===== config.mk =====
export PLATFORM = sky130hd
export DESIGN_NAME = dirmh_home
export DESIGN_NICKNAME = d
export VERILOG_FILES = /design/src/rtl/dirmh_pkg.sv /design/src/rtl/dirmh_dir_table.sv /design/src/rtl/dirmh_nh_table.sv /design/src/rtl/dirmh_home.sv
export SDC_FILE = /design/constraint.sdc
export NUM_CORES = 1
export LEC_CHECK = 0
export ABC_AREA = 0
export CORE_MARGIN = 2
export CORE_UTILIZATION = 30
export DETAILED_ROUTE_END_ITERATION = 16
export PLACE_DENSITY = 0.51
export SLEW_MARGIN = 15
export SYNTH_ARGS = -nofsm -noshare
export SYNTH_HDL_FRONTEND = slang
export SYNTH_SLANG_ARGS = --single-unit

===== constraint.sdc =====
create_clock -name clk -period 7.4 [get_ports clk]
set_clock_uncertainty 0.05 [all_clocks]
set_input_delay 1.48 -clock clk [delete_from_list [all_inputs] [get_ports clk]]
set_output_delay 1.48 -clock clk [all_outputs]
set_load 0.02 [all_outputs]

===== src/rtl/dirmh_pkg.sv =====
package dirmh_pkg;
  localparam int unsigned NCORE  = 16;
  localparam int unsigned NODE_W = $clog2(NCORE);
  localparam int unsigned CNT_W  = $clog2(NCORE + 1);

  typedef logic [NCORE-1:0]  vec_t;
  typedef logic [NODE_W-1:0] node_t;
  typedef logic [CNT_W-1:0]  cnt_t;

  typedef enum logic [1:0] {
    OP_RD = 2'd0,
    OP_WR = 2'd1,
    OP_WB = 2'd2,
    OP_UH = 2'd3
  } op_e;

  typedef struct packed {
    vec_t  sharers;
    node_t owner;
    logic  dirty;
  } dir_st_t;

  function automatic cnt_t vec_pop(input vec_t v);
    cnt_t c = '0;
    for (int i = 0; i < NCORE; i++) c = c + cnt_t'(v[i]);
    return c;
  endfunction

  function automatic node_t vec_low(input vec_t v);
    node_t r = '0;
    for (int i = NCORE - 1; i >= 0; i--) if (v[i]) r = node_t'(i);
    return r;
  endfunction

  function automatic vec_t node_bit(input node_t n);
    return vec_t'(1) << n;
  endfunction
endpackage


===== src/rtl/dirmh_dir_table.sv =====
module dirmh_dir_table
  import dirmh_pkg::*;
#(
  parameter int unsigned DEPTH  = 8,
  parameter int unsigned ADDR_W = 8
) (
  input  logic              clk,
  input  logic              rst_n,
  input  logic [ADDR_W-1:0] lk_addr,
  output logic              lk_hit,
  output dir_st_t           lk_st,
  input  logic              upd_en,
  input  logic              upd_keep,
  input  dir_st_t           upd_st,
  input  logic              ins_en,
  input  dir_st_t           ins_st
);
  localparam int unsigned IW = (DEPTH > 1) ? $clog2(DEPTH) : 1;

  logic              valid_q [DEPTH];
  logic [ADDR_W-1:0] tag_q   [DEPTH];
  dir_st_t           st_q    [DEPTH];
  logic [DEPTH-1:0]  hit_vec;
  logic [IW-1:0]     hit_idx, vic_idx, rr_q;
  logic              has_free;

  for (genvar g = 0; g < DEPTH; g++) begin : g_match
    assign hit_vec[g] = valid_q[g] && (tag_q[g] == lk_addr);
  end

  always_comb begin
    hit_idx  = '0;
    lk_st    = '0;
    vic_idx  = rr_q;
    has_free = 1'b0;
    for (int i = 0; i < DEPTH; i++) begin
      if (hit_vec[i]) begin
        hit_idx = IW'(i);
        lk_st   = st_q[i];
      end
      if (!valid_q[i] && !has_free) begin
        vic_idx  = IW'(i);
        has_free = 1'b1;
      end
    end
  end
  assign lk_hit = |hit_vec;

  always_ff @(posedge clk) begin
    if (!rst_n) begin
      rr_q <= '0;
      for (int i = 0; i < DEPTH; i++) valid_q[i] <= 1'b0;
    end else if (ins_en) begin
      valid_q[vic_idx] <= 1'b1;
      tag_q[vic_idx]   <= lk_addr;
      st_q[vic_idx]    <= ins_st;
      if (!has_free) rr_q <= (rr_q == IW'(DEPTH - 1)) ? '0 : rr_q + 1'b1;
    end else if (upd_en && lk_hit) begin
      valid_q[hit_idx] <= upd_keep;
      st_q[hit_idx]    <= upd_st;
    end
  end

  assert_single_match_R8: assert property (@(posedge clk) disable iff (!rst_n)
    $onehot0(hit_vec));
  assert_install_hits_R8: assert property (@(posedge clk) disable iff (!rst_n)
    ($past(ins_en) && $stable(lk_addr)) |-> lk_hit);
endmodule


===== src/rtl/dirmh_nh_table.sv =====
module dirmh_nh_table
  import dirmh_pkg::*;
#(
  parameter int unsigned DEPTH  = 4,
  parameter int unsigned ADDR_W = 8
) (
  input  logic              clk,
  input  logic              rst_n,
  input  logic [ADDR_W-1:0] lk_addr,
  output logic              lk_hit,
  output node_t             lk_core,
  input  logic              set_en,
  input  node_t             set_core
);
  localparam int unsigned IW = (DEPTH > 1) ? $clog2(DEPTH) : 1;

  logic              valid_q [DEPTH];
  logic [ADDR_W-1:0] tag_q   [DEPTH];
  node_t             core_q  [DEPTH];
  logic [DEPTH-1:0]  hit_vec;
  logic [IW-1:0]     hit_idx, vic_idx, rr_q;
  logic              has_free;

  for (genvar g = 0; g < DEPTH; g++) begin : g_match
    assign hit_vec[g] = valid_q[g] && (tag_q[g] == lk_addr);
  end

  always_comb begin
    hit_idx  = '0;
    lk_core  = '0;
    vic_idx  = rr_q;
    has_free = 1'b0;
    for (int i = 0; i < DEPTH; i++) begin
      if (hit_vec[i]) begin
        hit_idx = IW'(i);
        lk_core = core_q[i];
      end
      if (!valid_q[i] && !has_free) begin
        vic_idx  = IW'(i);
        has_free = 1'b1;
      end
    end
  end
  assign lk_hit = |hit_vec;

  always_ff @(posedge clk) begin
    if (!rst_n) begin
      rr_q <= '0;
      for (int i = 0; i < DEPTH; i++) valid_q[i] <= 1'b0;
    end else if (set_en) begin
      if (lk_hit) begin
        core_q[hit_idx] <= set_core;
      end else begin
        valid_q[vic_idx] <= 1'b1;
        tag_q[vic_idx]   <= lk_addr;
        core_q[vic_idx]  <= set_core;
        if (!has_free) rr_q <= (rr_q == IW'(DEPTH - 1)) ? '0 : rr_q + 1'b1;
      end
    end
  end

  assert_latest_home_R9: assert property (@(posedge clk) disable iff (!rst_n)
    ($past(set_en) && $stable(lk_addr)) |-> (lk_hit && lk_core == $past(set_core)));
endmodule


===== src/rtl/dirmh_home.sv =====
module dirmh_home
  import dirmh_pkg::*;
#(
  parameter int unsigned ADDR_W    = 8,
  parameter int unsigned DIR_DEPTH = 8,
  parameter int unsigned NH_DEPTH  = 4
) (
  input  logic              clk,
  input  logic              rst_n,
  input  logic              req_valid,
  output logic              req_ready,
  input  logic [1:0]        req_op,
  input  logic [3:0]        req_src,
  input  logic [ADDR_W-1:0] req_addr,
  input  logic              ack_valid,
  input  logic              data_in_valid,
  input  logic              fetch_done,
  input  logic [15:0]       fetch_sharers,
  input  logic [3:0]        fetch_owner,
  input  logic              fetch_dirty,
  output logic              fwd_valid,
  output logic [3:0]        fwd_dst,
  output logic              fwd_prod,
  output logic              fwd_mem,
  output logic [3:0]        fwd_req,
  output logic              inv_valid,
  output logic [15:0]       inv_mask,
  output logic              dreq_valid,
  output logic [3:0]        dreq_dst,
  output logic              fetch_valid,
  output logic              wb_valid,
  output logic [ADDR_W-1:0] msg_addr,
  output logic              rsp_valid,
  output logic [3:0]        rsp_dst,
  output logic              rsp_excl,
  output logic [15:0]       rsp_sharers
);
  typedef enum logic [2:0] {S_IDLE, S_DECIDE, S_FETCH, S_WDATA, S_WACK} state_e;

  state_e            state;
  op_e               cur_op;
  node_t             cur_src;
  logic [ADDR_W-1:0] cur_addr;
  cnt_t              ack_cnt;

  logic    dir_hit, nh_hit;
  dir_st_t dir_st, upd_st, ins_st;
  node_t   nh_core;
  logic    upd_en, upd_keep, ins_en, nh_set;

  // named internal events
  vec_t src_bit, others;
  logic wb_fire, last_ack;
  assign src_bit  = node_bit(cur_src);
  assign others   = dir_st.sharers & ~src_bit;
  assign wb_fire  = dir_hit && dir_st.dirty && (dir_st.owner == cur_src);
  assign last_ack = (state == S_WACK) && ack_valid && (ack_cnt == cnt_t'(1));

  assign req_ready = (state == S_IDLE);
  assign msg_addr  = cur_addr;
  assign ins_st    = '{sharers: fetch_sharers, owner: fetch_owner, dirty: fetch_dirty};

  dirmh_dir_table #(.DEPTH(DIR_DEPTH), .ADDR_W(ADDR_W)) u_dir (
    .clk(clk), .rst_n(rst_n), .lk_addr(cur_addr), .lk_hit(dir_hit), .lk_st(dir_st),
    .upd_en(upd_en), .upd_keep(upd_keep), .upd_st(upd_st),
    .ins_en(ins_en), .ins_st(ins_st));

  dirmh_nh_table #(.DEPTH(NH_DEPTH), .ADDR_W(ADDR_W)) u_nh (
    .clk(clk), .rst_n(rst_n), .lk_addr(cur_addr), .lk_hit(nh_hit), .lk_core(nh_core),
    .set_en(nh_set), .set_core(cur_src));

  // table write control
  always_comb begin
    upd_en   = 1'b0;
    upd_keep = 1'b1;
    upd_st   = dir_st;
    ins_en   = 1'b0;
    nh_set   = 1'b0;
    unique case (state)
      S_DECIDE: begin
        if (cur_op == OP_UH) nh_set = 1'b1;
        if (cur_op == OP_WB && dir_hit) begin
          upd_en         = 1'b1;
          upd_st.sharers = dir_st.sharers & ~src_bit;
          if (wb_fire) upd_st.dirty = 1'b0;
        end
      end
      S_FETCH: ins_en = fetch_done;
      S_WDATA: if (data_in_valid) begin
        upd_en = 1'b1;
        if (cur_op == OP_RD) upd_st.sharers = dir_st.sharers | src_bit;
        else                 upd_keep = 1'b0;
      end
      S_WACK: if (last_ack) begin
        upd_en   = 1'b1;
        upd_keep = 1'b0;
      end
      default: ;
    endcase
  end

  always_ff @(posedge clk) begin
    if (!rst_n) begin
      state       <= S_IDLE;
      cur_op      <= OP_RD;
      cur_src     <= '0;
      cur_addr    <= '0;
      ack_cnt     <= '0;
      fwd_valid   <= 1'b0; fwd_dst <= '0; fwd_prod <= 1'b0; fwd_mem <= 1'b0; fwd_req <= '0;
      inv_valid   <= 1'b0; inv_mask <= '0;
      dreq_valid  <= 1'b0; dreq_dst <= '0;
      fetch_valid <= 1'b0; wb_valid <= 1'b0;
      rsp_valid   <= 1'b0; rsp_dst <= '0; rsp_excl <= 1'b0; rsp_sharers <= '0;
    end else begin
      fwd_valid   <= 1'b0;
      inv_valid   <= 1'b0;
      dreq_valid  <= 1'b0;
      fetch_valid <= 1'b0;
      wb_valid    <= 1'b0;
      rsp_valid   <= 1'b0;
      unique case (state)
        S_IDLE: if (req_valid) begin
          cur_op   <= op_e'(req_op);
          cur_src  <= req_src;
          cur_addr <= req_addr;
          state    <= S_DECIDE;
        end
        S_DECIDE: begin
          state   <= S_IDLE;
          fwd_req <= cur_src;
          if (cur_op == OP_WB) begin
            wb_valid <= wb_fire;
          end else if (cur_op != OP_UH) begin
            if (dir_hit) begin
              if (cur_op == OP_WR && others != '0) begin
                inv_valid  <= 1'b1;
                inv_mask   <= others;
                dreq_valid <= 1'b1;
                dreq_dst   <= vec_low(others);
                ack_cnt    <= vec_pop(others);
                state      <= S_WACK;
              end else begin
                fwd_valid <= 1'b1;
                fwd_prod  <= 1'b0;
                fwd_mem   <= (cur_op == OP_WR) || (dir_st.sharers == '0);
                fwd_dst   <= vec_low(dir_st.sharers);
                state     <= S_WDATA;
              end
            end else if (nh_hit) begin
              fwd_valid <= 1'b1;
              fwd_prod  <= 1'b1;
              fwd_mem   <= 1'b0;
              fwd_dst   <= nh_core;
            end else begin
              fetch_valid <= 1'b1;
              state       <= S_FETCH;
            end
          end
        end
        S_FETCH: if (fetch_done) state <= S_DECIDE;
        S_WDATA: if (data_in_valid) begin
          rsp_valid   <= 1'b1;
          rsp_dst     <= cur_src;
          rsp_excl    <= (cur_op == OP_WR);
          rsp_sharers <= (cur_op == OP_WR) ? src_bit : (dir_st.sharers | src_bit);
          state       <= S_IDLE;
        end
        S_WACK: if (ack_valid) begin
          ack_cnt <= ack_cnt - 1'b1;
          if (last_ack) begin
            rsp_valid   <= 1'b1;
            rsp_dst     <= cur_src;
            rsp_excl    <= 1'b1;
            rsp_sharers <= src_bit;
            state       <= S_IDLE;
          end
        end
        default: state <= S_IDLE;
      endcase
    end
  end

  assert_no_self_inval_R4: assert property (@(posedge clk) disable iff (!rst_n)
    inv_valid |-> !inv_mask[cur_src]);
  assert_dreq_in_mask_R4: assert property (@(posedge clk) disable iff (!rst_n)
    inv_valid |-> (dreq_valid && inv_mask[dreq_dst]));
  assert_ack_pending_R5: assert property (@(posedge clk) disable iff (!rst_n)
    (state == S_WACK) |-> (ack_cnt != '0));
  assert_one_action_R6: assert property (@(posedge clk) disable iff (!rst_n)
    $onehot0({fwd_valid, inv_valid, fetch_valid, rsp_valid, wb_valid}));
  assert_fwd_kind_R7: assert property (@(posedge clk) disable iff (!rst_n)
    fwd_valid |-> !(fwd_prod && fwd_mem));
  assert_wb_clean_R10: assert property (@(posedge clk) disable iff (!rst_n)
    wb_valid |-> $past(cur_op == OP_WB));
endmodule


[After elaboration in Yosys (flattened, before gate mapping)]
Memory sizes are Yosys's and may differ from the RTL's.
Cells that the tools add are included.
Storage, ports and cells
  memories: 6
  logic and storage cells: 338
  RAM bits: 292
  bits in registers: 83
Memories
  u_dir.st_q: depth 8, width 21, read ports 8, clocked after memory_dff 0, write ports 1, line dirmh_dir_table.sv:22  | dir_st_t st_q [DEPTH];
  u_dir.tag_q: depth 8, width 8, read ports 8, clocked after memory_dff 0, write ports 1, line dirmh_dir_table.sv:21  | logic [ADDR_W-1:0] tag_q [DEPTH];
  u_nh.tag_q: depth 4, width 8, read ports 4, clocked after memory_dff 0, write ports 1, line dirmh_nh_table.sv:18  | logic [ADDR_W-1:0] tag_q [DEPTH];
  u_nh.core_q: depth 4, width 4, read ports 4, clocked after memory_dff 0, write ports 1, line dirmh_nh_table.sv:19  | node_t core_q [DEPTH];
  u_dir.valid_q: depth 8, width 1, read ports 8, clocked after memory_dff 0, write ports 8, line dirmh_dir_table.sv:20  | logic valid_q [DEPTH];
  u_nh.valid_q: depth 4, width 1, read ports 4, clocked after memory_dff 0, write ports 4, line dirmh_nh_table.sv:17  | logic valid_q [DEPTH];
Operators by class
  shift operators: 1
  equal/unequal tests: 34
  multiplexer cells: 173
  reductions and logical operators: 74
  bitwise operators: 11
  add/sub/neg operators: 18
Operators with widths (number)
  $mux 21: 9
  $mux 4: 43
  $mux 16: 7
  $eq 8x8->1: 12
  $mux 3: 25
  $pmux 16 s2: 2
  $mux 1: 63
  $add 5x1->5: 11
  $logic_and 1x1->1: 29
  $mux 5: 5
  $mux 2: 12
  $ne 2x2->1 const B: 11
  $reduce_or 21->1: 1
  $logic_not 1->1: 18
  $and 16x16->16: 1
  $logic_not 16->1: 1
  $not 16->16: 1
  $or 16x16->16: 1
  $reduce_bool 16->1: 1
  $shl 1x4->16 const A: 1
  $pmux 3 s5: 1
  $reduce_and 5->1: 3
  $reduce_or 12->1: 1
  $reduce_or 4->1: 3
  other kinds (30): 49

[Longest topological paths before layout]
Gate-level depths: netlist (run 1).
An unclocked memory read counts as a cell.
  depth after elaboration: 32
  gate-level depth with buffers: 27
  gate-level depth less buffers: 22

[Modules after synthesis]
From an unflattened synthesis (run 1), not the netlist that was laid out.
Second synthesis, totals
  cells, all modules: 1488
  area total of the unflattened synthesis: 17202.7 um2
Modules (own cells, without submodules)
  dirmh_dir_table: sequential area each 7186.9 um2, cells each 712, instances 1, area each 10253.6 um2
  dirmh_home: sequential area each 1561.5 um2, cells each 600, instances 1, area each 4600.7 um2
  dirmh_nh_table: sequential area each 1571.5 um2, cells each 176, instances 1, area each 2348.5 um2

[Least setup slack after synthesis (run 1)]
Ideal clock, no wire load.
  kind: flip-flop to flip-flop
  start: register cur_addr[6] (netlist: msg_addr[6])
  end: register ack_cnt[2]
  cell stages (with the launch flop): 27
  buffers on the path: 4
  period minus slack after synthesis: 6.154 ns
  slack: 1.246 ns
  arrival: 5.975 ns
  cells stage by stage: dfxtp_1 -> buf_6 -> xor2_1 -> nor4_2 -> and3_1 -> buf_2 -> buf_2 -> buf_1 -> nor3_1 -> o31a_1 -> nor2_1 -> nand2_1 -> inv_1 -> fa_1 -> fa_1 -> inv_1 -> fa_1 -> fa_1 -> inv_1 -> ha_1 -> inv_1 -> fa_1 -> xnor2_1 -> nand2_1 -> o21ai_0 -> a31oi_1 -> o211ai_1
On the way
  cells in the longest elaborated chain, start to end: 31
  elaborated cells on any way between the ends: 51
  those cells by class: 15 x add/sub; 10 x eq/ne; 13 x mux; 1 x bitwise; 12 x reduce/logical
RTL lines
  start, declared: line dirmh_home.sv:43  | logic [ADDR_W-1:0] cur_addr;
  start signal, assigned: line dirmh_home.sv:125  | cur_addr <= req_addr;
  $eq 8x8->1: line dirmh_dir_table.sv:28  | assign hit_vec[g] = valid_q[g] && (tag_q[g] == lk_addr);
  $logic_and 1x1->1: line dirmh_dir_table.sv:28
  $mux 21 (7 in series): line dirmh_dir_table.sv:37  | if (hit_vec[i]) begin
  $mux 21 (*): line dirmh_dir_table.sv:37
  $and 16x16->16 (*): line dirmh_home.sv:55  | assign others = dir_st.sharers & ~src_bit;
  net others[0]: line dirmh_home.sv:52  | vec_t src_bit, others;
  $add 1x1->2: line dirmh_pkg.sv:25  | for (int i = 0; i < NCORE; i++) c = c + cnt_t'(v[i]);
  $add 2x1->3: line dirmh_pkg.sv:25
  $add 3x1->4: line dirmh_pkg.sv:25
  $add 4x1->5: line dirmh_pkg.sv:25
  $add 5x1->5 (11 in series): line dirmh_pkg.sv:25
  $mux 5: line dirmh_home.sv:135  | if (cur_op == OP_WR && others != '0) begin
  $mux 5: line dirmh_home.sv:134  | if (dir_hit) begin
  $mux 5: line dirmh_home.sv:133  | end else if (cur_op != OP_UH) begin
  $mux 5: line dirmh_home.sv:131  | if (cur_op == OP_WB) begin
  $pmux 5 s2: line dirmh_home.sv:121  | unique case (state)
  end signal, assigned: line dirmh_home.sv:140  | ack_cnt <= vec_pop(others);
  end signal, assigned: line dirmh_home.sv:169  | ack_cnt <= ack_cnt - 1'b1;
  end, declared: line dirmh_home.sv:44  | cnt_t ack_cnt;
The timed path passes the listed nets; every way through them passes the cells marked *. The select of a mux whose other input is x is not followed.
A chain may end at the register's enable or synchronous reset.

[Worst setup path after layout (run 1)]
  start: register cur_addr[7] (netlist: msg_addr[7])
  end: register ack_cnt[2]
On the way
  cells in the longest elaborated chain, start to end: 31
  elaborated cells on any way between the ends: 51
  those cells by class: 15 x add/sub; 10 x eq/ne; 13 x mux; 1 x bitwise; 12 x reduce/logical
RTL lines (line)
  $eq 8x8->1: dirmh_dir_table.sv:28
  $logic_and 1x1->1: dirmh_dir_table.sv:28
  $mux 21 (8 in series): dirmh_dir_table.sv:37
  $and 16x16->16: dirmh_home.sv:55
  $add 1x1->2: dirmh_pkg.sv:25
  $add 2x1->3: dirmh_pkg.sv:25
  $add 3x1->4: dirmh_pkg.sv:25
  $add 4x1->5: dirmh_pkg.sv:25
  $add 5x1->5 (11 in series): dirmh_pkg.sv:25
  $mux 5: dirmh_home.sv:135
  $mux 5: dirmh_home.sv:134
  $mux 5: dirmh_home.sv:133
  $mux 5: dirmh_home.sv:131
  $pmux 5 s2: dirmh_home.sv:121
Several ways; a longest one is shown, not always the timed one. The select of a mux whose other input is x is not followed.

==> results of run 1 <==
==> cell type report <==
type | instances | area (um2)
inverter | 42 | 158
tap | 765 | 957
fill | 5639 | 36900
antenna | 1 | 2.50
multi-input combinational | 1025 | 6530
clock buffer | 59 | 1120
clock inverter | 15 | 100
sequential | 375 | 10300
timing repair buffer | 171 | 1550
==> registers in the layout, summed over array words and instances, names as in the netlist, 2 cells and up <==
register and cells:
u_dir.st_q 168, u_dir.tag_q 64, u_nh.tag_q 32, inv_mask 16
rsp_sharers 16, u_nh.core_q 16, msg_addr 8, u_dir.valid_q 8
ack_cnt 5, cur_src 4, dreq_dst 4, fwd_dst 4
fwd_req 4, rsp_dst 4, u_nh.valid_q 4, state 3
u_dir.rr_q 3, cur_op 2, u_nh.rr_q 2
==> cell usage after synthesis (12+ instances only) <==
cell type,number
a211oi_1,14
edfxtp_1,281
nor4_1,19
buf_2,16
nor3_1,37
o22ai_1,20
nor2_1,118
buf_6,18
nand2_1,181
nand3_1,48
and3_1,12
xnor2_1,74
inv_1,39
dfxtp_1,94
mux2i_1,34
a21o_1,12
a31oi_1,25
xor2_1,24
and2_1,13
clkbuf_1,48
a21oi_1,67
o21ai_0,75
a311oi_1,12
nand4_1,32
==> per-layer routing <==
| layer | global-route usage | wire (um) | up-vias |
|---|---|---|---|
| li1 | - | - | 5935 |
| met1 | 0.252 | 24800 | 6390 |
| met2 | 0.281 | 24600 | 487 |
| met3 | 0.0351 | 3890 | 85 |
| met4 | 0.0520 | 1400 | 0 |
| met5 | 0 | 0 | - |
==> stage by stage <==
step / cells / utilization / power, mW / hold slack [ps] / area (um2)
CTS: 2452 / 0.360 / 4.58 / 408 / 20700
global route: 2453 / 0.360 / 4.69 / 427 / 20700
detailed placement: 2378 / 0.339 / 2.66 / 400 / 19500
finish: 2453 / 0.360 / 4.54 / 406 / 20700
global placement: 2378 / 0.339 / 2.66 / 395 / 19500
floorplan: 1530 / - / 2.53 / 415 / 17400
==> power by group <==
part           internal (mW)  switching [mW]
sequential              2.29          0.0257
clock                   1.08           0.839
combinational          0.106           0.197
total                   3.48            1.06
==> worst max path at each step <==
stage / from / end / cells after the start
after floorplan: msg_addr[6] / ack_cnt[2] / 26
after global placement: msg_addr[0] / ack_cnt[2] / 23
after detailed placement: msg_addr[7] / ack_cnt[2] / 24
after CTS: msg_addr[7] / ack_cnt[2] / 24
after global routing: msg_addr[7] / ack_cnt[2] / 24
final: msg_addr[7] / ack_cnt[2] / 24
==> kinds of logic (layout without fill, tap and decap cells) <==
kind of cell             count (synthesis)  count (layout)
buffers and inverters                  130             287
XOR/XNOR                               101             101
AND/OR/NAND/NOR                        536             536
other                                    0               1
multiplexers                            36              36
AO/OA/AOI/OAI                          331             331
adder cells (fa/ha/maj)                 21              21
flip-flops                             375             375
==> cells in the final DEF, fill, tap and decap left out, drive strengths merged, types with 9 or more instances in the layout <==
master | synthesis | final
o21a | 11 | 11
clkdlybuf4s50 | 0 | 106
inv | 42 | 44
nand3 | 49 | 49
nand4 | 33 | 33
nor3 | 38 | 38
buf | 40 | 65
nor2b | 9 | 9
a22oi | 12 | 12
a211oi | 15 | 15
dfxtp | 94 | 94
o21ai | 80 | 80
ha | 11 | 11
nor2 | 118 | 118
a21o | 12 | 12
or3 | 10 | 10
and3 | 13 | 13
a21oi | 67 | 67
o22ai | 20 | 20
mux2i | 34 | 34
and2 | 14 | 14
xor2 | 24 | 24
nor4 | 21 | 21
a31oi | 25 | 25
xnor2 | 77 | 77
o311ai | 11 | 11
clkinv | 0 | 12
nand2b | 11 | 11
nand2 | 185 | 185
fa | 10 | 10
a311oi | 12 | 12
edfxtp | 281 | 281
o31ai | 9 | 9
clkbuf | 48 | 59
==> worst reg2reg max path: stages, from the launching register on <==
cell,delay [ps]
dfxtp_1,340
buf_4,360
xor2_1,130
nor4_1,610
nand3_1,300
buf_4,320
o311ai_1,370
a22oi_1,150
o31ai_2,110
buf_4,230
and2_1,350
fa_1,480
fa_1,520
inv_1,60
fa_1,550
fa_1,430
inv_1,70
ha_1,170
inv_1,70
fa_1,450
xnor2_1,150
nand2_1,70
o21ai_0,110
a31oi_1,180
o211ai_1,100
==> results.cfg, run 1 <==
[run_status]
status = completed

[grt]
gr-total-overflow = 0
antenna_found_initial = 1
grt_max_degree = 64
grt_pass1_vias = 12700
grt_pass1_wl_mm = 81.6
track_usage = 0.180

[yosys]
synth_compound_area_frac = 0.128
synth_xor_area_frac = 0.0520
synth_enable_flop_cells = 281
ys_ff_latch = 375
synth_simple_gate_area_frac = 0.151
ys_top_cells_by_area = edfxtp_1 48%, dfxtp_1 11%, nand2_1 3.9%, xnor2_1 3.7%, nor2_1 2.5%
synth_nets = 1592
synthesis.area_um2 = 17400
synth_warnings = 0
postSynthCellCount = 1530
syn_area_per_cell_um2 = 11.4
synth_cell_types = 97
synth_flop_cell = edfxtp_1
synthArstFlopShare = 0
synth_top_family_by_area = simple AND/OR/NAND/NOR gates
yosysTopAreaCellShare = 0.484
synth_top_area_cell = edfxtp_1
yosys.area_share.adder = 0.0194
seq_area_frac_synth = 0.592
synthMuxAreaShare = 0.0208

[critical_path]
cp-end-kind = flip-flop
crit_family = adder cells
crit_buf_inv = 6
start_kind = flip-flop
r2r_slack_ps = 610
slowest_stage = nor4_1
required_ps = 7780
path_max_fanout = 25
cp.arrival_ps = 7170
reg2reg_to = ack_cnt[2]
critPathMaxStageDelay_ps = 610
reg2reg_from = msg_addr[7]
critical_path_class = reg -> reg
r2r_cells = 24
cpMostUsedCell = fa_1
path_cells = buf_4 -> xor2_1 -> nor4_1 -> nand3_1 -> buf_4 -> o311ai_1 -> a22oi_1 -> o31ai_2 -> buf_4 -> and2_1 -> fa_1 -> fa_1 -> inv_1 -> fa_1 -> fa_1 -> inv_1 -> ha_1 -> inv_1 -> fa_1 -> xnor2_1 -> nand2_1 -> o21ai_0 -> a31oi_1 -> o211ai_1

[die]
die_h_um = 245
core_region_area_um2 = 57600
initial_core_util = 0.303
num_rows = 88
num_io_pins = 107
die-area_um2 = 60100
fp.dieW_um = 245

[clock_tree]
ctsHoldBuffers = 0
post-cts-setup-buffers = 0
cts-root-buf = clkbuf_16
clk_pin_slew_ps = 60
cts.sinks = 375
cts.repair.resized = 0
cts_tree = yes
cts.path.max_buffers = 3
clk_latency_ps = 560
numCtsBuffers = 41
htreeDepth = 2

[power_and_ir_drop]
powerDensity_nw_per_um2 = 219
p_leak_nw = 6.94
irDropWorstVdd_v = 0.000175

[place]
place.gp.congestion = 0.887
port_buffers = 106
dp_hpwl_mm = 37.8
dp_slack_ps = 656

[finish]
finalNetCount = 1718
syn_to_final_growth_pct = 18.9
drive_above_1_share = 0.100

[timing]
rsz0062_at_grt = false
tightest_slew_ps = 1090
period_share = 0.918
postLayoutSetupSlackWorst_ps = 609
setup_viol_count_final = 0
drv_slew = 0
finalCriticalPeriod_ps = 6790
max_freq_mhz = 147
setup_tns_ps = 0
slew_headroom = 0.263
finalHoldViolCount = 0

[routing]
drt-initial-drc-count = 1239
first_pass_iters = 6
wire_per_inst_um = 22.3
drc = 0
vias = 12900
routed_via_density = 5.26
drt.antenna.violating_nets = 0
drt_wl_total_mm = 54.6

[hold_path]
hp-start = fwd_req[0]
whs_endpoint = fwd_req[0]
holdPathStages = 2
hp-class = reg -> reg

[run]
max_cap_violations = 0
(Power assumes the default switching activity.)
==> run 2, diff against run 1 <==
- CTS_CLUSTER_DIAMETER: default -> 30
==> run 2 against run 1 <==
  * Sequential power barely moved
  * Routed wire length rose by 1.7%
  * Via count rose by 2.5%
  * Sequential share of layout area fell by 3.4 points
  * Register-to-register slack improved by 20 ps
  * Global-route usage rose by 0.43 points
  * Combinational power barely moved
  * Clock power rose by 85%
  * Flip-flop and latch count did not move
  * Maximum frequency rose by 0.32%
  * Critical path type unchanged
==> results.cfg, run 2 (synthesis results as in run 1) <==
[critical_path]
critPathMaxStageDelay_ps = 590
slowest_stage = nor4_1
cpMostUsedCell = fa_1
cp-end-kind = flip-flop
path_cells = buf_4 -> xor2_1 -> nor4_1 -> nand3_1 -> buf_4 -> o311ai_1 -> a22oi_1 -> o31ai_2 -> buf_4 -> and2_1 -> fa_1 -> fa_1 -> inv_1 -> fa_1 -> fa_1 -> inv_1 -> ha_1 -> inv_1 -> fa_1 -> xnor2_1 -> nand2_1 -> o21ai_0 -> a31oi_1 -> o211ai_1
critical_path_class = reg -> reg
cp.arrival_ps = 7190
path_max_fanout = 25
required_ps = 7820
start_kind = flip-flop

[clock_tree]
cts_tree = yes
cts-root-buf = clkbuf_16
clk_pin_slew_ps = 50
clk_latency_ps = 610
post-cts-setup-buffers = 0
htreeDepth = 3
cts.path.max_buffers = 3
ctsHoldBuffers = 0
cts.sinks = 375
cts.repair.resized = 0
numCtsBuffers = 81

[power_and_ir_drop]
irDropWorstVdd_v = 0.000156
seqPwrFrac = 0.375
swShare = 0.231
combPwrFrac = 0.049
p_sw_mw = 1.43
p_int_mw = 4.75
p_leak_nw = 7.66
powerDensity_nw_per_um2 = 278
power_mw = 6.18
pwr-share-clk = 0.576

[routing]
drt.antenna.violating_nets = 0
wire_per_inst_um = 22.0
drt-initial-drc-count = 1138
vias = 13200
routed_via_density = 5.23
drc = 0
wl_met3_mm = 4.48
first_pass_iters = 6
wl_met1_mm = 24.8
met2_length_mm = 24.9
topRoutingLayerUsed = met4
drt_wl_total_mm = 55.5

[timing]
finalCriticalPeriod_ps = 6770
drv_slew = 0
setup_tns_ps = 0
rsz0062_at_grt = false
tightest_slew_ps = 1100
setup_viol_count_final = 0
max_freq_mhz = 148
finalHoldViolCount = 0
fin_hold_ws_ps = 407
period_share = 0.915
slew_headroom = 0.263

[place]
dp_hpwl_mm = 37.8
place.gp.congestion = 0.887
port_buffers = 106

[finish]
final_cell_mix = 281 x edfxtp_1, 181 x nand2_1, 110 x nor2_1
finalNetCount = 1758
top_register = u_dir.st_q
final_common_cell = edfxtp_1
fill_cells = 5533
largest_reg_flops = 168
syn_to_final_growth_pct = 27.7
largest_registers = u_dir.st_q: 168 flops, u_dir.tag_q: 64 flops, u_nh.tag_q: 32 flops
drive_above_1_share = 0.146

[die]
die-area_um2 = 60100
initial_core_util = 0.303
die_h_um = 245
core_region_area_um2 = 57600
fp.dieW_um = 245
num_rows = 88
num_io_pins = 107

[run_status]
status = completed

[grt]
grt_pass1_wl_mm = 82.8
antenna_found_initial = 1
track_usage = 0.184
grt_pass1_vias = 13000
gr-total-overflow = 0
grt_max_degree = 64

[run]
max_cap_violations = 0

[hold_path]
hp-class = reg -> reg
==> run 2: cell types whose count changed in the layout (fill, tap and decap cells not counted), moves of 2 or more <==
cell,previous run,this run
bufinv_16,1,3
clkbuf_1,15,5
clkbuf_16,41,90
clkbuf_8,2,5
clkinv_1,6,3
clkinv_2,6,11
clkinv_4,0,9
clkinvlp_4,0,15
inv_4,0,4
==> run 2: stage by stage <==
stage	utilization	instance area [um2]	setup WS, ps	std cells
after CTS	0.387	22300	642	2527
final	0.387	22300	630	2528
after detailed placement	0.339	19500	656	2378
after global routing	0.387	22300	174	2528
after floorplan	-	17400	1250	1530
after global placement	0.339	19500	757	2378
==> run 2: cell type report <==
type | count | area (um2) | share of cell area
Inverter | 42 | 158 | 0.00708
Tap cell | 765 | 957 | 0.0430
Antenna cell | 1 | 2.50 | 0.000112
Clock buffer | 100 | 2340 | 0.105
Sequential cell | 375 | 10300 | 0.463
Multi-Input combinational cell | 1025 | 6530 | 0.293
Timing Repair Buffer | 171 | 1550 | 0.0696
Clock inverter | 49 | 415 | 0.0187
==> run 2: per-layer routing <==
layer	GRT usage	vias to the layer above
met2	0.285	542
met4	0.0558	0
met1	0.251	6517
li1	-	6047
met3	0.0493	109
met5	0	-
==> run 2: path summary, 6_finish.rpt <==
| path | start | end | slack, ps | depth (start not counted) |
|---|---|---|---|---|
| max reg2reg | msg_addr[7] | ack_cnt[2] | 630 | 24 |
| min | fwd_req[0] | fwd_req[0] | 410 | 2 |
| min reg2reg | fwd_req[0] | fwd_req[0] | 410 | 2 |
| max | msg_addr[7] | ack_cnt[2] | 630 | 24 |
==> run 2: power by group through the flow <==
stage               clock, mW  combinational, mW  sequential (mW)
finish                   3.56              0.303             2.32
global route             3.71              0.329             2.32
CTS                      3.61              0.304             2.32
detailed placement          0              0.303             2.36
global placement            0              0.301             2.35
floorplan                   0              0.172             2.36
==> run 2: critical path: cells and delay by family, from the launching register on <==
family | cells | cell delay (ps)
xor+xnor | 2 | 270
fa+ha+maj | 6 | 2600
flops | 1 | 340
buf+inv | 6 | 1100
compound gates | 6 | 980
simple gates | 4 | 1310
==> run 3, diff against run 2 <==
- CTS_CLUSTER_SIZE: default -> 16
==> run 3 against run 2 <==
  * Routed wire length grew 0.15%
  * Total power is essentially flat
  * Critical path depth unchanged
  * Via count is 0.18% lower
  * Clock-buffer cell count did not move
  * Global-route usage about the same
  * Sequential share of layout area stayed put
  * Final cell count unchanged
  * Core utilization is the same
  * Critical endpoint unchanged
  * Highest routed layer unchanged
==> results.cfg, run 3 (synthesis results as in run 1) <==
[critical_path]
path_cells = buf_4 -> xor2_1 -> nor4_1 -> nand3_1 -> buf_4 -> o311ai_1 -> a22oi_1 -> o31ai_2 -> buf_4 -> and2_1 -> fa_1 -> fa_1 -> inv_1 -> fa_1 -> fa_1 -> inv_1 -> ha_1 -> inv_1 -> fa_1 -> xnor2_1 -> nand2_1 -> o21ai_0 -> a31oi_1 -> o211ai_1
required_ps = 7820
slowest_stage = nor4_1
cp-end-kind = flip-flop
reg2reg_from = msg_addr[7]
crit_family = adder cells
path_max_fanout = 25
crit_buf_inv = 6
r2r_slack_ps = 610
crit_cells = 24
cpMostUsedCell = fa_1
reg2reg_to = ack_cnt[2]
cp.arrival_ps = 7210
r2r_cells = 24
critPathMaxStageDelay_ps = 590
start_kind = flip-flop
critical_path_class = reg -> reg

[timing]
setup_tns_ps = 0
slew_headroom = 0.260
tightest_slew_ps = 1100
drv_slew = 0
finalCriticalPeriod_ps = 6790
postLayoutSetupSlackWorst_ps = 606
rsz0062_at_grt = false
fin_hold_ws_ps = 407
finalHoldViolCount = 0
setup_viol_count_final = 0
period_share = 0.918
max_freq_mhz = 147

[clock_tree]
cts.sinks = 375
numCtsBuffers = 81
cts-root-buf = clkbuf_16
htreeDepth = 3
post-cts-setup-buffers = 0
clk_pin_slew_ps = 50
ctsHoldBuffers = 0
cts.repair.resized = 0
clk_latency_ps = 600
cts_tree = yes
cts.path.max_buffers = 3

[routing]
drt_wl_total_mm = 55.6
wl_met3_mm = 4.41
routed_via_density = 5.22
topRoutingLayerUsed = met4
drc = 0
wire_per_inst_um = 22.0
met2_length_mm = 25.0
vias = 13200
drt.antenna.violating_nets = 0
drt-initial-drc-count = 1239
wl_met1_mm = 24.9
first_pass_iters = 8

[die]
num_io_pins = 107
core_region_area_um2 = 57600
initial_core_util = 0.303
fp.dieW_um = 245
num_rows = 88
die_h_um = 245
die-area_um2 = 60100

[power_and_ir_drop]
irDropWorstVdd_v = 0.000156
p_leak_nw = 7.66
powerDensity_nw_per_um2 = 278

[grt]
grt_pass1_vias = 13000
grt_max_degree = 64
antenna_found_initial = 1
gr-total-overflow = 0
track_usage = 0.184
grt_pass1_wl_mm = 82.9

[finish]
final_common_cell = edfxtp_1
stdcell_count = 2528
syn_to_final_growth_pct = 27.7
finalNetCount = 1758
largest_reg_flops = 168
top_register = u_dir.st_q
drive_above_1_share = 0.146
largest_registers = u_dir.st_q: 168 flops, u_dir.tag_q: 64 flops, u_nh.tag_q: 32 flops
final_cell_mix = 281 x edfxtp_1, 181 x nand2_1, 110 x nor2_1

[hold_path]
whs_endpoint = fwd_req[0]
hp-class = reg -> reg
holdPathStages = 2
hp-start = fwd_req[0]

[place]
port_buffers = 106
place.gp.congestion = 0.887
dp_hpwl_mm = 37.8
placed_cells = 2378
dp_slack_ps = 656

[run]
max_cap_violations = 0

[run_status]
status = completed
run 3: metrics by stage:
stage               total power [mW]  area [um2]  utilization
floorplan                       2.53       17400            -
global placement                2.66       19500        0.339
detailed placement              2.66       19500        0.339
CTS                             6.23       22300        0.387
global route                    6.36       22300        0.387
finish                          6.18       22300        0.387
run 3: where the power goes:
part | internal [mW] | switching (mW)
combinational | 0.106 | 0.197
sequential | 2.29 | 0.0256
clock | 2.36 | 1.21
run 3: layout make-up:
type / instances / area [um2]
Clock inverter: 49 / 415
Fill cell: 5538 / 35300
Timing Repair Buffer: 171 / 1550
Inverter: 42 / 158
Multi-Input combinational cell: 1025 / 6530
Tap cell: 765 / 957
Sequential cell: 375 / 10300
Clock buffer: 100 / 2340
Antenna cell: 1 / 2.50
run 3: tightest hold or removal path: cells and delay by family, from the launching register on:
kind | cells | cell delay (ps)
DFF | 1 | 300
AOI/OAI and AO/OA | 1 | 50
and+or+nand+nor | 1 | 50
run 3: how the worst max path moves through the flow:
stage | slack [ps] | to | from
final | 610 | ack_cnt[2] | msg_addr[7]
after global routing | 170 | ack_cnt[2] | msg_addr[7]
after CTS | 640 | ack_cnt[2] | msg_addr[7]
after detailed placement | 660 | ack_cnt[2] | msg_addr[7]
after global placement | 760 | ack_cnt[2] | msg_addr[0]
after floorplan | 1250 | ack_cnt[2] | msg_addr[6]
run 3: per-layer routing:
layer,vias up,GRT usage
met5,-,0
met4,0,0.0547
met3,98,0.0500
met2,543,0.285
met1,6512,0.251
li1,6038,-
